==> src/rtl/mag_cmp_pkg.sv <==
package mag_cmp_pkg;
    // Three-line relation carried between slices.
    typedef struct packed {
        logic gt;
        logic eq;
        logic lt;
    } rel_t;

    localparam rel_t REL_EQ_SEED = '{gt: 1'b0, eq: 1'b1, lt: 1'b0};
endpackage

==> src/rtl/mag_nibble_cmp.sv <==
module mag_nibble_cmp #(
    parameter int W = 4
) (
    input  logic [W-1:0] a,
    input  logic [W-1:0] b,
    output logic         above,
    output logic         below
);
    // Scan from the top bit down: a bit decides only if all bits above match.
    logic [W:0] match_above;
    logic [W-1:0] win_gt;
    logic [W-1:0] win_lt;

    assign match_above[W] = 1'b1;

    for (genvar i = W - 1; i >= 0; i--) begin : g_bit
        assign win_gt[i]      = match_above[i+1] & a[i] & ~b[i];
        assign win_lt[i]      = match_above[i+1] & ~a[i] & b[i];
        assign match_above[i] = match_above[i+1] & ~(a[i] ^ b[i]);
    end

    assign above = |win_gt;
    assign below = |win_lt;
endmodule

==> src/rtl/mag_rel_merge.sv <==
module mag_rel_merge
    import mag_cmp_pkg::*;
(
    input  logic above,
    input  logic below,
    input  rel_t from_low,
    output rel_t result
);
    always_comb begin
        result = '0;
        if (above) begin
            result.gt = 1'b1;
        end else if (below) begin
            result.lt = 1'b1;
        end else if (from_low.eq) begin
            result.eq = 1'b1;
        end else if (from_low.gt != from_low.lt) begin
            result.gt = from_low.gt;
            result.lt = from_low.lt;
        end
    end
endmodule

==> src/rtl/mag_slice.sv <==
module mag_slice
    import mag_cmp_pkg::*;
#(
    parameter int SLICE_W = 4
) (
    input  logic [SLICE_W-1:0] a,
    input  logic [SLICE_W-1:0] b,
    input  rel_t               from_low,
    output rel_t               to_high
);
    logic above;
    logic below;

    mag_nibble_cmp #(.W(SLICE_W)) u_nib (
        .a     (a),
        .b     (b),
        .above (above),
        .below (below)
    );

    mag_rel_merge u_merge (
        .above    (above),
        .below    (below),
        .from_low (from_low),
        .result   (to_high)
    );
endmodule

==> src/rtl/mag_cmp_chain.sv <==
module mag_cmp_chain
    import mag_cmp_pkg::*;
#(
    parameter int SLICES  = 2,
    parameter int SLICE_W = 4,
    localparam int WORD_W = SLICES * SLICE_W
) (
    input  logic [WORD_W-1:0] a_in,
    input  logic [WORD_W-1:0] b_in,
    input  logic              casc_gt_in,
    input  logic              casc_eq_in,
    input  logic              casc_lt_in,
    output logic              a_gt_b,
    output logic              a_eq_b,
    output logic              a_lt_b
);
    rel_t link [SLICES+1];

    assign link[0] = '{gt: casc_gt_in, eq: casc_eq_in, lt: casc_lt_in};

    for (genvar s = 0; s < SLICES; s++) begin : g_slice
        mag_slice #(.SLICE_W(SLICE_W)) u_slice (
            .a        (a_in[s*SLICE_W +: SLICE_W]),
            .b        (b_in[s*SLICE_W +: SLICE_W]),
            .from_low (link[s]),
            .to_high  (link[s+1])
        );
    end

    assign a_gt_b = link[SLICES].gt;
    assign a_eq_b = link[SLICES].eq;
    assign a_lt_b = link[SLICES].lt;
endmodule

==> config.mk <==
export PLATFORM = sky130hd
export DESIGN_NAME = mag_cmp_chain
export DESIGN_NICKNAME = d
export VERILOG_FILES = /design/src/rtl/mag_cmp_pkg.sv /design/src/rtl/mag_nibble_cmp.sv /design/src/rtl/mag_rel_merge.sv /design/src/rtl/mag_slice.sv /design/src/rtl/mag_cmp_chain.sv
export SDC_FILE = /design/constraint.sdc
export NUM_CORES = 1
export LEC_CHECK = 0
export BUFFER_PORTS_ARGS = -buffer_cell sky130_fd_sc_hd__buf_2
export CORE_AREA = 2 2 39 41
export DETAILED_ROUTE_END_ITERATION = 8
export DIE_AREA = 0 0 41 43
export GPL_TIMING_DRIVEN = 0
export PLACE_DENSITY_LB_ADDON = 0.08
export SETUP_SLACK_MARGIN = 0.02
export SYNTH_ARGS = -nofsm -noshare
export SYNTH_HDL_FRONTEND = slang
export SYNTH_HIERARCHICAL = 1
export SYNTH_SLANG_ARGS = --single-unit
==> constraint.sdc <==
create_clock -name vclk -period 2.5
set_clock_uncertainty 0.15 [all_clocks]
set_input_delay 0.125 -clock vclk [all_inputs]
set_output_delay 0.125 -clock vclk [all_outputs]
set_load 0.05 [all_outputs]
==> impl_metrics.env <==
export IMPL_coreArea_um2=1380
export IMPL_diodes=0
export IMPL_end_kind="output port"
export IMPL_post_cts_setup_buffers=0
export IMPL_worst_pin_slew_ps=305
export IMPL_synth_top_family_by_area="compound AO/OA/AOI/OAI gates"
export IMPL_whs_path_depth=5
export IMPL_synth_top_area_share_pct=16.8
export IMPL_period_needed_ps=2330
export IMPL_io_pins=22
export IMPL_worstPathMaxFanout=4
export IMPL_seq_area_frac_synth_pct=0
export IMPL_crit_top_cell="buf_2"
export IMPL_min_path_type="primary input to output port"
export IMPL_num_vias=387
export IMPL_antenna_found_initial=0
export IMPL_crit_chain="buf_2 -> inv_1 -> ha_1 -> o221ai_1 -> o21ai_1 -> nor4b_1 -> or2_2 -> or3b_1 -> a21oi_2 -> buf_2"
export IMPL_seq_cells=0
export IMPL_regArea_um2=0
export IMPL_postCtsHoldBufs=0
export IMPL_synth_distinct_cells=12
export IMPL_timing_fmax_mhz=430
export IMPL_start_kind="primary input"
export IMPL_hold_end="a_lt_b"
export IMPL_grt_max_degree=5
export IMPL_crit_type="primary input to output port"
export IMPL_vdd_drop_max_mv=0.0586
export IMPL_viasPerCell=4.61
export IMPL_power_density_nw_per_um2=216
export IMPL_synth_nets=69
export IMPL_maxSlewHeadroom_pct=79.6
export IMPL_rsz0062_at_grt="no"
export IMPL_crit_slowest_cell="or3b_1"
export IMPL_power_mw=0.0935
export IMPL_hp_start="a_in[6]"
export IMPL_setup_tns_final_ps=0
export IMPL_dieArea_um2=1760
export IMPL_start_util_pct=21.5
export IMPL_die_y_um=43
export IMPL_gp_congestion=0.648
export IMPL_synthTopCellsByArea="ha_1 (17%), inv_1 (15%), o221ai_1 (12%), a31oi_1 (8.4%), nor2b_1 (8.4%)"
export IMPL_wire_per_inst_um=7.76
export IMPL_netlist_instances=46
export IMPL_drtIter0Drc=4
export IMPL_status="complete, no violations"
export IMPL_placementRows=14
export IMPL_cts_resized=0
export IMPL_setup_violations_final=0
export IMPL_synth_area_per_cell_um2=6.47
export IMPL_synth_top_cell_by_area="ha_1"
export IMPL_firstDrtPassIters=2
export IMPL_drt_total_wl_um=652
export IMPL_leakagePower_nw=0.234
export IMPL_cp_data_arrival_time_ps=2050
export IMPL_grt_pass1_vias=345
export IMPL_place_hpwl_um=626
export IMPL_drv_cap=0
export IMPL_num_fill_cells=163
export IMPL_period_share_pct=93.0
export IMPL_drive_gt1_share_pct=36.8
export IMPL_grtUsageTotal_pct=8.29
export IMPL_synthToLayoutAreaGrowth_pct=45.0
export IMPL_synth_adder_area_share_pct=16.8
export IMPL_ant_nets=0
export IMPL_hold_violations=0
export IMPL_drc=0
export IMPL_synth_xor_area_share_pct=0
export IMPL_yosys_area_share_simple_pct=29.4
export IMPL_fin_nets=93
export IMPL_muxShareOfSynthArea_pct=0
export IMPL_multi_input_area_um2=256
export IMPL_synth_warnings=6
export IMPL_die_w_um=41
export IMPL_synth_compound_area_share_pct=38.7
export IMPL_synth_area_um2=298
export IMPL_clkbuf_count=0
export IMPL_grt_pass1_wl_mm=1.14
export IMPL_grt_overflow=0
export IMPL_required_ps=2230
export IMPL_max_stage_delay_ps=390
export IMPL_report_final_slew_viol_count=0
export IMPL_port_buffers=22
==> through the flow <==
stage	hold slack [ps]	cells	utilization (%)	cell area, um2	setup slack (ps)
after floorplan	405	46	-	302	42.9
after global placement	643	84	31.2	432	156
after detailed placement	653	84	31.2	432	163
after CTS	653	84	31.2	432	160
after global routing	691	84	31.2	432	20.3
final	643	84	31.2	432	174
==> synth_stat cells <==
master and instances:
or2_2 2, ha_1 4, or3b_1 2, nor3b_1 2, nor4b_1 2, inv_1 12
o21ai_1 4, o221ai_1 4, a21oi_1 4, a31oi_1 4, a21boi_0 2, nor2b_1 4
==> power breakdown <==
part / leakage [nW] / switching [mW] / total, mW / internal (mW)
sequential: 0 / 0 / 0 / 0
clock: 0 / 0 / 0 / 0
combinational: 0.234 / 0.0553 / 0.0935 / 0.0382
total: 0.234 / 0.0553 / 0.0935 / 0.0382
==> kinds of logic after synthesis <==
group / after synthesis
AO/OA/AOI/OAI: 18
AND/OR/NAND/NOR: 12
buffers and inverters: 12
adder cells (fa/ha/maj): 4
==> layout by cell type, fill, tap and decap left out, drive strengths merged <==
cell,Yosys,final
or3b,2,2
o21ai,4,4
nor3b,2,2
a31oi,4,4
inv,12,12
nor2b,4,4
or2,2,2
buf,0,22
o221ai,4,4
nor4b,2,2
ha,4,4
a21boi,2,2
a21oi,4,4
==> per-layer routing <==
metal  share of wire [%]  track usage, %  routed length, um  vias to the layer above
li1                    -               -                  -                      210
met1                  45            9.81                293                      164
met5                   0               0                  0                        -
met2                  49            16.3                317                       13
met4                   0               0                  0                        0
met3                 6.1               0                 40                        0
==> worst max path at each step <==
stage,depth (start not counted),to,from
final,10,a_lt_b,a_in[3]
after global routing,10,a_lt_b,a_in[3]
after CTS,10,a_lt_b,a_in[3]
after detailed placement,10,a_lt_b,a_in[3]
after global placement,10,a_lt_b,a_in[3]
after floorplan,6,a_eq_b,a_in[3]
==> critical path: cells and delay by family <==
family	cells	cell delay, ps
buffers and inverters	3	390
AO/OA/AOI/OAI	3	470
AND/OR/NAND/NOR	3	750
adder cells (fa/ha/maj)	1	320
==> area by class of cell <==
| type | instances | share of cell area, % |
|---|---|---|
| multi-input cells | 34 | 59.4 |
| repair buffers | 22 | 25.5 |
| well taps | 16 | 4.64 |
| inverters | 12 | 10.4 |
No activity file was read; power rests on OpenSTA's default activity.
